`src/rtl/swreg_pkg.sv`:
```
package swreg_pkg;

  localparam int unsigned BYTE_W = 8;
  localparam int unsigned ADDR_W = 7;
  localparam int unsigned CNT_W  = $clog2(BYTE_W + 1);

  // Commands from control to datapath: pulses plus two drive levels
  typedef struct packed {
    logic shiftRx;
    logic commit;
    logic loadTx;
    logic shiftTx;
    logic ackLow;
    logic txEn;
  } ctrlCmd_t;

  // Bus events from datapath to control
  typedef struct packed {
    logic              sclRise;
    logic              sclFall;
    logic              startSeen;
    logic              stopSeen;
    logic              sdaBit;
    logic [BYTE_W-1:0] rxByte;
  } busEvt_t;

  typedef enum logic [2:0] {
    ST_IDLE,
    ST_ADDR,
    ST_ADDR_ACK,
    ST_WR,
    ST_WR_ACK,
    ST_RD,
    ST_RD_ACK
  } phase_t;

endpackage

```
`src/rtl/swreg_deglitch.sv`:
```
module swreg_deglitch #(
  parameter int unsigned HOLD = 7
) (
  input  logic clk,
  input  logic rstN,
  input  logic rawIn,
  output logic cleanOut
);

  localparam int unsigned CW = $clog2(HOLD + 1);

  logic [1:0]    syncQ;
  logic [CW-1:0] runCnt;

  always_ff @(posedge clk or negedge rstN) begin
    if (!rstN) begin
      syncQ    <= 2'b11;
      runCnt   <= '0;
      cleanOut <= 1'b1;
    end else begin
      syncQ <= {syncQ[0], rawIn};
      if (syncQ[1] != cleanOut) begin
        if (runCnt == CW'(HOLD - 1)) begin
          cleanOut <= syncQ[1];
          runCnt   <= '0;
        end else begin
          runCnt <= runCnt + 1'b1;
        end
      end else begin
        runCnt <= '0;
      end
    end
  end

  // the clean line only ever moves toward the synchronized input level
  a_r9_follows_input: assert property (@(posedge clk) disable iff (!rstN)
    (cleanOut != $past(cleanOut)) |-> (cleanOut == $past(syncQ[1])));

endmodule

```
`src/rtl/swreg_datapath.sv`:
```
module swreg_datapath
  import swreg_pkg::*;
#(
  parameter int unsigned FILT_LEN = 7
) (
  input  logic              clk,
  input  logic              rstN,
  input  logic              sclIn,
  input  logic              sdaIn,
  input  ctrlCmd_t          cmd,
  output busEvt_t           evt,
  output logic [BYTE_W-1:0] switchState,
  output logic              updateStrobe,
  output logic              sdaOeN
);

  logic [1:0] rawLines;
  logic [1:0] cleanLines;
  logic       sclF, sdaF, sclPrev, sdaPrev;
  logic [BYTE_W-1:0] rxShift, txShift;

  assign rawLines = {sdaIn, sclIn};

  for (genvar i = 0; i < 2; i++) begin : g_line
    swreg_deglitch #(.HOLD(FILT_LEN)) u_dg (
      .clk     (clk),
      .rstN    (rstN),
      .rawIn   (rawLines[i]),
      .cleanOut(cleanLines[i])
    );
  end

  assign sclF = cleanLines[0];
  assign sdaF = cleanLines[1];

  always_ff @(posedge clk or negedge rstN) begin
    if (!rstN) begin
      sclPrev <= 1'b1;
      sdaPrev <= 1'b1;
    end else begin
      sclPrev <= sclF;
      sdaPrev <= sdaF;
    end
  end

  assign evt.sclRise   = sclF & ~sclPrev;
  assign evt.sclFall   = ~sclF & sclPrev;
  assign evt.startSeen = sclF & sclPrev & ~sdaF & sdaPrev;
  assign evt.stopSeen  = sclF & sclPrev & sdaF & ~sdaPrev;
  assign evt.sdaBit    = sdaF;
  assign evt.rxByte    = {rxShift[BYTE_W-2:0], sdaF};

  always_ff @(posedge clk or negedge rstN) begin
    if (!rstN) begin
      rxShift      <= '0;
      txShift      <= '0;
      switchState  <= '0;
      updateStrobe <= 1'b0;
    end else begin
      if (cmd.shiftRx) rxShift <= evt.rxByte;
      if (cmd.commit)  switchState <= evt.rxByte;
      updateStrobe <= cmd.commit;
      if (cmd.loadTx)       txShift <= switchState;
      else if (cmd.shiftTx) txShift <= {txShift[BYTE_W-2:0], 1'b0};
    end
  end

  assign sdaOeN = ~(cmd.ackLow | (cmd.txEn & ~txShift[BYTE_W-1]));

  // strobe is a single-cycle pulse
  a_r4_strobe_single: assert property (@(posedge clk) disable iff (!rstN)
    updateStrobe |=> !updateStrobe);

  // register never moves without its strobe
  a_r4_state_needs_strobe: assert property (@(posedge clk) disable iff (!rstN)
    (switchState != $past(switchState)) |-> updateStrobe);

  // our drive on SDA only changes while filtered SCL is low
  a_r2_drive_scl_low: assert property (@(posedge clk) disable iff (!rstN)
    (sdaOeN != $past(sdaOeN)) |-> !sclF);

endmodule

```
`src/rtl/swreg_control.sv`:
```
module swreg_control
  import swreg_pkg::*;
#(
  parameter logic [4:0] PREFIX = 5'b10011
) (
  input  logic     clk,
  input  logic     rstN,
  input  logic     strapA1,
  input  logic     strapA0,
  input  busEvt_t  evt,
  output ctrlCmd_t cmd
);

  phase_t           phase;
  logic [CNT_W-1:0] bitCnt;
  logic             rwBit;
  logic             ackPhase;
  logic [ADDR_W-1:0] ownAddr;

  assign ownAddr = {PREFIX, strapA1, strapA0};

  always_ff @(posedge clk or negedge rstN) begin
    if (!rstN) begin
      phase    <= ST_IDLE;
      bitCnt   <= '0;
      rwBit    <= 1'b0;
      ackPhase <= 1'b0;
      cmd      <= '0;
    end else begin
      cmd.shiftRx <= 1'b0;
      cmd.commit  <= 1'b0;
      cmd.loadTx  <= 1'b0;
      cmd.shiftTx <= 1'b0;
      if (evt.startSeen || evt.stopSeen) begin
        phase      <= evt.startSeen ? ST_ADDR : ST_IDLE;
        bitCnt     <= '0;
        ackPhase   <= 1'b0;
        cmd.ackLow <= 1'b0;
        cmd.txEn   <= 1'b0;
      end else begin
        case (phase)
          ST_ADDR, ST_WR: begin
            if (evt.sclRise) begin
              cmd.shiftRx <= 1'b1;
              if (bitCnt == CNT_W'(BYTE_W - 1)) begin
                bitCnt <= '0;
                if (phase == ST_ADDR) begin
                  rwBit <= evt.rxByte[0];
                  phase <= (evt.rxByte[BYTE_W-1:1] == ownAddr) ? ST_ADDR_ACK : ST_IDLE;
                end else begin
                  cmd.commit <= 1'b1;
                  phase      <= ST_WR_ACK;
                end
              end else begin
                bitCnt <= bitCnt + 1'b1;
              end
            end
          end
          ST_ADDR_ACK, ST_WR_ACK: begin
            if (evt.sclFall) begin
              if (!ackPhase) begin
                ackPhase   <= 1'b1;
                cmd.ackLow <= 1'b1;
              end else begin
                ackPhase   <= 1'b0;
                cmd.ackLow <= 1'b0;
                if (phase == ST_ADDR_ACK && rwBit) begin
                  phase      <= ST_RD;
                  cmd.loadTx <= 1'b1;
                  cmd.txEn   <= 1'b1;
                end else begin
                  phase <= ST_WR;
                end
              end
            end
          end
          ST_RD: begin
            if (evt.sclRise) bitCnt <= bitCnt + 1'b1;
            if (evt.sclFall) begin
              if (bitCnt == CNT_W'(BYTE_W)) begin
                bitCnt   <= '0;
                cmd.txEn <= 1'b0;
                phase    <= ST_RD_ACK;
              end else begin
                cmd.shiftTx <= 1'b1;
              end
            end
          end
          ST_RD_ACK: begin
            if (evt.sclRise) begin
              if (evt.sdaBit) phase <= ST_IDLE;
              else            ackPhase <= 1'b1;
            end else if (evt.sclFall && ackPhase) begin
              ackPhase   <= 1'b0;
              cmd.loadTx <= 1'b1;
              cmd.txEn   <= 1'b1;
              phase      <= ST_RD;
            end
          end
          default: ;
        endcase
      end
    end
  end

  // acknowledge drive and read drive never overlap
  a_r6_ack_tx_exclusive: assert property (@(posedge clk) disable iff (!rstN)
    !(cmd.ackLow && cmd.txEn));

  // an idle (unaddressed) slave drives nothing
  a_r3_idle_silent: assert property (@(posedge clk) disable iff (!rstN)
    (phase == ST_IDLE) |-> (!cmd.ackLow && !cmd.txEn));

  // a register load only happens at the end of a write byte
  a_r5_commit_in_write: assert property (@(posedge clk) disable iff (!rstN)
    cmd.commit |-> (phase == ST_WR_ACK));

endmodule

```
`src/rtl/swreg_top.sv`:
```
module swreg_top
  import swreg_pkg::*;
#(
  parameter int unsigned CLK_HZ    = 125_000_000,
  parameter int unsigned GLITCH_NS = 50,
  parameter logic [4:0]  PREFIX    = 5'b10011
) (
  input  logic              clk,
  input  logic              rstN,
  input  logic              sclIn,
  input  logic              sdaIn,
  output logic              sdaOeN,
  input  logic              strapA1,
  input  logic              strapA0,
  output logic [BYTE_W-1:0] switchState,
  output logic              updateStrobe
);

  localparam int unsigned CYC_NS_X1000 = (CLK_HZ / 1_000_000) * GLITCH_NS;
  localparam int unsigned FILT_RAW     = (CYC_NS_X1000 + 999) / 1000;
  localparam int unsigned FILT_LEN     = (FILT_RAW < 1) ? 1 : FILT_RAW;

  ctrlCmd_t cmd;
  busEvt_t  evt;

  swreg_datapath #(.FILT_LEN(FILT_LEN)) u_dp (
    .clk         (clk),
    .rstN        (rstN),
    .sclIn       (sclIn),
    .sdaIn       (sdaIn),
    .cmd         (cmd),
    .evt         (evt),
    .switchState (switchState),
    .updateStrobe(updateStrobe),
    .sdaOeN      (sdaOeN)
  );

  swreg_control #(.PREFIX(PREFIX)) u_ctl (
    .clk    (clk),
    .rstN   (rstN),
    .strapA1(strapA1),
    .strapA0(strapA0),
    .evt    (evt),
    .cmd    (cmd)
  );

endmodule

```
`config.mk`:
```
export PLATFORM = sky130hd
export DESIGN_NAME = swreg_top
export DESIGN_NICKNAME = d
export VERILOG_FILES = /design/src/rtl/swreg_pkg.sv /design/src/rtl/swreg_deglitch.sv /design/src/rtl/swreg_datapath.sv /design/src/rtl/swreg_control.sv /design/src/rtl/swreg_top.sv
export SDC_FILE = /design/constraint.sdc
export NUM_CORES = 1
export LEC_CHECK = 0
export ABC_AREA = 1
export BUFFER_PORTS_ARGS = -buffer_cell sky130_fd_sc_hd__buf_4
export CAP_MARGIN = 20
export CORE_MARGIN = 2
export CORE_UTILIZATION = 60
export CTS_CLUSTER_DIAMETER = 60
export CTS_CLUSTER_SIZE = 12
export DETAILED_ROUTE_END_ITERATION = 8
export PLACE_DENSITY = 0.81
export SYNTH_ARGS = -nofsm -noshare
export SYNTH_HDL_FRONTEND = slang
export SYNTH_SLANG_ARGS = --single-unit
```
`constraint.sdc`:
```
create_clock -name clk -period 1.6 [get_ports clk]
set_input_delay 0.16 -clock clk [delete_from_list [all_inputs] [get_ports clk]]
set_output_delay 0.16 -clock clk [all_outputs]
set_load 0.005 [all_outputs]
```
; After elaboration in Yosys (flattened, before gate mapping)
; Index checks and enable logic that the tools add are counted.
[totals]
in_bits = 6
register_bits = 53
elab_cells = 145
out_inout_bits = 10
[classes]
n_addsub = 3
n_bitwise = 16
n_mux = 59
n_eq_ne = 25
reduce_logical = 20
[op_table]
columns = operator, count
row1 = 2-to-1 mux 3 bit, 16
row2 = 2-to-1 mux 4 bit, 7
row3 = 2-to-1 mux 1 bit, 24
row4 = "!= test 3 x 1 -> 1 bit, second input constant", 7
row5 = 2-to-1 mux 8 bit, 2
row6 = "== test 3 bit, second input constant", 5
row7 = one-hot mux 3 bit (4 select lines), 1
row8 = 2-to-1 mux 2 bit, 5
row9 = AND reduction 9 bit, 1
row10 = AND 1 bit, 8
row11 = "!= test 4 x 3 -> 1 bit, second input constant", 2
row12 = one-hot mux 4 bit (2 select lines), 1
row13 = AND reduction 2 bit, 4
row14 = AND reduction 8 bit, 1
row15 = == test 7 bit, 1
row16 = inverter 1 bit, 7
row17 = "adder 3 x 1 -> 3 bit, second input constant", 2
row18 = "== test 3 x 2 -> 1 bit, second input constant", 2
row19 = "!= test 3 x 2 -> 1 bit, second input constant", 2
row20 = nonzero test 2 bit, 3
row21 = nonzero test 3 bit, 2
row22 = AND reduction 5 bit, 1
row23 = nonzero test 5 bit, 1
row24 = "adder 4 x 1 -> 4 bit, second input constant", 1
row25 = other kinds (13), 17

; Depth between registers and ports, before layout
[depth]
word_depth = 7
depth_mapped = 11
mapped_depth_nobuf = 11

; By module
; A second synthesis with hierarchy kept.
[unflattened]
cells_unflattened = 356
area_unflattened_um2 = 2723.9
[by_module_without_submodules]
columns = mod, seq_area_each_um2, instances, cells_per_inst, area_each_um2
row1 = swreg_control, 375.4, 1, 180, 1156.1
row2 = swreg_datapath, 653.1, 1, 128, 1107.3
row3 = swreg_deglitch, 153.9, 2, 24, 230.2

; Least setup slack after synthesis
; No wires, ideal clock.
[synth_path]
path_type = reg2reg
startpoint = reg u_dp.g_line[1].u_dg.cleanOut
endpoint = reg u_ctl.phase[1]
path_slack_ps = 157
arrival_ps = 1325
stages_incl_launch_ff = 11
setup_ps = 118
cell_sequence = dfstp_2 buf_6 nand2_1 nand2_2 nand2_4 nand2_2 nand2_1 nor2_4 nand2_2 nand2_1 nand2_1
[synth_between]
elab_chain_cells = 6
elab_cells_between_ends = 17
[synth_lines]
columns = element, line_no
row1 = start: declaration, swreg_deglitch.sv:7  ; output logic cleanOut
row2 = start signal: assignment, swreg_deglitch.sv:24  ; cleanOut <= syncQ[1];
row3 = inverter 1 bit, swreg_datapath.sv:48  ; assign evt.startSeen = sclF & sclPrev & ~sdaF & sdaPrev;
row4 = AND 1 bit (2 in a row), swreg_datapath.sv:48
row5 = logical OR 1 bit, swreg_control.sv:34  ; if (evt.startSeen || evt.stopSeen) begin
row6 = != test 4 x 3 -> 1 bit (no line) (tied with other cells), n/a
row7 = AND reduction 9 bit (no line), n/a
row8 = end signal: assignment, swreg_control.sv:35  ; phase <= evt.startSeen ? ST_ADDR : ST_IDLE;
row9 = end signal: assignment, swreg_control.sv:49  ; phase <= (evt.rxByte[BYTE_W-1:1] == ownAddr) ? ST_ADDR_ACK : ST_IDLE;
row10 = end: declaration, swreg_control.sv:14  ; phase_t phase;
; Several ways; a longest one is shown, not always the timed one.
; A chain may end at the register's enable or synchronous reset.

; Final worst setup path
[layout_path]
startpoint = reg u_ctl.phase[2]
endpoint = reg u_ctl.bitCnt[3]
[layout_between]
elab_chain_cells = 4
elab_cells_between_ends = 9
[layout_lines]
columns = element, line_no
row1 = == test 3 x 2 -> 1 bit / == test 3 x 1 -> 1 bit (equally long branches), swreg_control.sv:41  ; case (phase)
row2 = OR reduction 2 bit, swreg_control.sv:41
row3 = one-hot mux 4 bit (2 select lines) (tied with other cells), swreg_control.sv:41
row4 = 2-to-1 mux 4 bit / AND reduction 2 bit (equally long branches), n/a
row5 = end signal: assignment, swreg_control.sv:55  ; bitCnt <= bitCnt + 1'b1;
row6 = end signal: assignment, swreg_control.sv:78  ; if (evt.sclRise) bitCnt <= bitCnt + 1'b1;
row7 = end: declaration, swreg_control.sv:15  ; logic [CNT_W-1:0] bitCnt;
; Several ways; a longest one is shown, not always the timed one.

==> results.cfg <==
[outcome]
status = finished clean

[final_layout]
seq_area_um2 = 1340
diodes = 0
drive_gt1_share_pct = 25.0
fill_cells = 300
finalNetCount = 347
area_growth_pct = 17.0
multiInputGateArea_um2 = 1110

[synth]
yosys.area_share.simple_pct = 25.5
synth-edff-count = 0
avgSynthCellArea_um2 = 8.44
synthMuxAreaShare_pct = 1.64
synthAdderAreaFrac_pct = 0.965
synth_common_cells = nand2_1 (56), dfrtp_1 (45), nor2_1 (40), inv_1 (33)
yosysMostFrequentCell = nand2_1
synth_xor_area_share_pct = 1.69
synth_compound_area_share_pct = 11.0
ys.flop_type = dfrtp_1
synthCells = 307
synthDistinctLibCells = 32
synth_top_cell_by_area = dfrtp_1
synth_seq_area_share_pct = 51.5
async_flop_share_pct = 100
yosys_warnings = 0
synth.area.top_cells = dfrtp_1 (43%), dfstp_2 (8.1%), nand2_1 (8.1%)
synth_top_area_share_pct = 43.4
synth_top_family_by_area = simple AND/OR/NAND/NOR gates
syn_nets = 315
synth_area_um2 = 2590
synth-seq-cells = 53

[global_routing]
grt_start_max_net_pins = 54
antenna_found_initial = 0
grt_pass1_wl_um = 8700
grt.total_usage_pct = 22.5
first_global_vias = 1985
grt-ovfl-total = 0

[detailed_routing]
drtIter0Drc = 160
first_pass_iters = 5
drc = 0
routed_wl_um = 5140
drtAntennaViolNets = 0
vias = 2133
via_per_inst = 5.47
wire_per_inst_um = 13.2

[timing]
finalHoldViolations = 0
relSlewSlack_pct = 57.8
period_minus_slack_ps = 1580
period_share_pct = 98.7
final.setup_skew_ps = 13.4
setup_viol = 0
slew_violations = 0
timing.setup.tns_ps = 0
rsz0062_at_grt = true
fmax_mhz = 633
worstMarginPinSlew_ps = 633
hold_ws_ps = 298

[placement]
portBuffers = 15
dp_hpwl_um = 3500
place_congestion = 0.899

[clock_tree]
cts_buffers = 5
clock-sinks = 53
cts_tree = built
insertion_delay_ps = 310
cts_root_buffer = clkbuf_8
cts_buffer_depth = 2
h-tree-depth = 2
clkSlewWorstSetupHoldPaths_ps = 100

[worst_hold_path]
worstHoldPathCells = 6
worstHoldPathType = in -> reg
holdPathEnd = u_ctl.phase[1]$_DFFE_PN0P_
hold_path.startpoint = strapA1

[setup_path]
r2r_end = u_ctl.bitCnt[3]$_DFFE_PN0P_
worst_path_max_delay_cell = dfrtp_1
crit_chain = nand3_1 -> inv_1 -> nand3_4 -> nand2_1 -> nand2_1 -> nor2_1 -> nor2_1 -> nor2_1
timing.rr.start = u_ctl.phase[2]$_DFFE_PN0P_
criticalPathCategory = reg -> reg
cpMostUsedCell = nor2_1
crit_path_end_kind = flop
crit_buf_inv = 1
cp_max_fo = 10
r2r_cells = 8
crit_family = simple AND/OR/NAND/NOR gates
r2r_slack_ps = 20
crit_path_max_incr_delay_ps = 560
arrival_ps = 1830
cp.required_ps = 1850
startpoint_type = flop

[floorplan]
start_util_pct = 63.4
design.die.area_um2 = 4860
fp-row-count = 23
die_h_um = 69.7
die_width_um = 69.7
io_pins = 16
core-area_um2 = 4090

[power_and_ir_drop]
power.density_nw_per_um2 = 1660
p_leak_nw = 1.52
ir_worst_vdd_mv = 0.933
p_total_mw = 5.03

[job]
drv_cap = 0
## worst min-delay path, cell delays in order
cell,delay [ps]
buf_4,90
nand2_1,40
nand3_1,60
o21bai_1,90
nand4_1,90
nand2_1,50
## logic make-up (layout without fill, tap and decap cells)
| logic type | Yosys count | count (layout) |
|---|---|---|
| AND/OR/NAND/NOR | 142 | 142 |
| AO/OA/AOI/OAI | 54 | 54 |
| flip-flops | 53 | 53 |
| buffers and inverters | 47 | 80 |
| XOR/XNOR | 5 | 5 |
| multiplexers | 4 | 4 |
| adder cells (fa/ha/maj) | 2 | 2 |
## final cells by class
cell class,count,area share (%)
flip-flops and latches,53,44.1
multi-input cells,207,36.5
repair buffers,33,8.54
inverters,39,5.11
clock buffers,6,2.39
well taps,50,2.06
clock inverters,2,1.28
## cells in the final DEF, fill, tap and decap left out, types with 8 or more instances in the layout
cell / n
a21oi_1: 21
buf_4: 29
dfrtp_1: 44
dfstp_2: 8
inv_1: 32
nand2_1: 52
nand2_2: 12
nand3_1: 17
nor2_1: 38
o21ai_0: 18
o22ai_1: 8
## stage by stage
stage                     std cells  util [%]  worst slack (ps)  area, µm²
after CTS                       381      71.0              22.3       2900
after global routing            390      74.2             -95.4       3030
final                           390      74.2              20.2       3030
after detailed placement        370      67.6              52.7       2760
after global placement          370      67.6              92.2       2760
after floorplan                 307         -               157       2590
## power breakdown
group	leakage [nW]	switching (mW)	total, mW	internal, mW
combinational	0.781	1.22	2.05	0.826
clock	0.0558	0.438	0.911	0.473
sequential	0.682	0.363	2.08	1.71
## how the worst max path moves through the flow
stage               cells past startpoint                                     start                          end  slack (ps)
global route                            8                u_ctl.phase[2]$_DFFE_PN0P_  u_ctl.bitCnt[3]$_DFFE_PN0P_        -100
detailed placement                      9                    u_dp.sclPrev$_DFF_PN1_   u_ctl.phase[2]$_DFFE_PN0P_          50
global placement                        9                    u_dp.sclPrev$_DFF_PN1_   u_ctl.phase[1]$_DFFE_PN0P_          90
CTS                                     9                    u_dp.sclPrev$_DFF_PN1_   u_ctl.phase[2]$_DFFE_PN0P_          20
finish                                  8                u_ctl.phase[2]$_DFFE_PN0P_  u_ctl.bitCnt[3]$_DFFE_PN0P_          20
floorplan                              10  u_dp.g_line[1].u_dg.cleanOut$_DFFE_PN1P_   u_ctl.phase[1]$_DFFE_PN0P_         160
## registers in the layout, summed over array words and instances, names as in the netlist, 2 cells and up
signal,count
u_dp.switchState,8
u_dp.txShift,8
u_dp.rxShift,7
u_ctl.cmd,6
u_dp.g_line.u_dg.runCnt,6
u_ctl.bitCnt,4
u_dp.g_line.u_dg.syncQ,4
u_ctl.phase,3
u_dp.g_line.u_dg.cleanOut,2
## per-layer routing
layer  wire length (µm)  global-route usage [%]
met1               2340                    30.5
met2               2440                    36.3
met3                248                    4.36
met4                107                    8.33
met5                  0                       0
## timing repair
item	CTS	global route
buffers inserted	0	9
hold buffers	3	0
setup endpoints to repair	0	8
endpoints found under the hold margin	47	0
gates resized for setup	0	22
(Power assumes the default switching activity.)
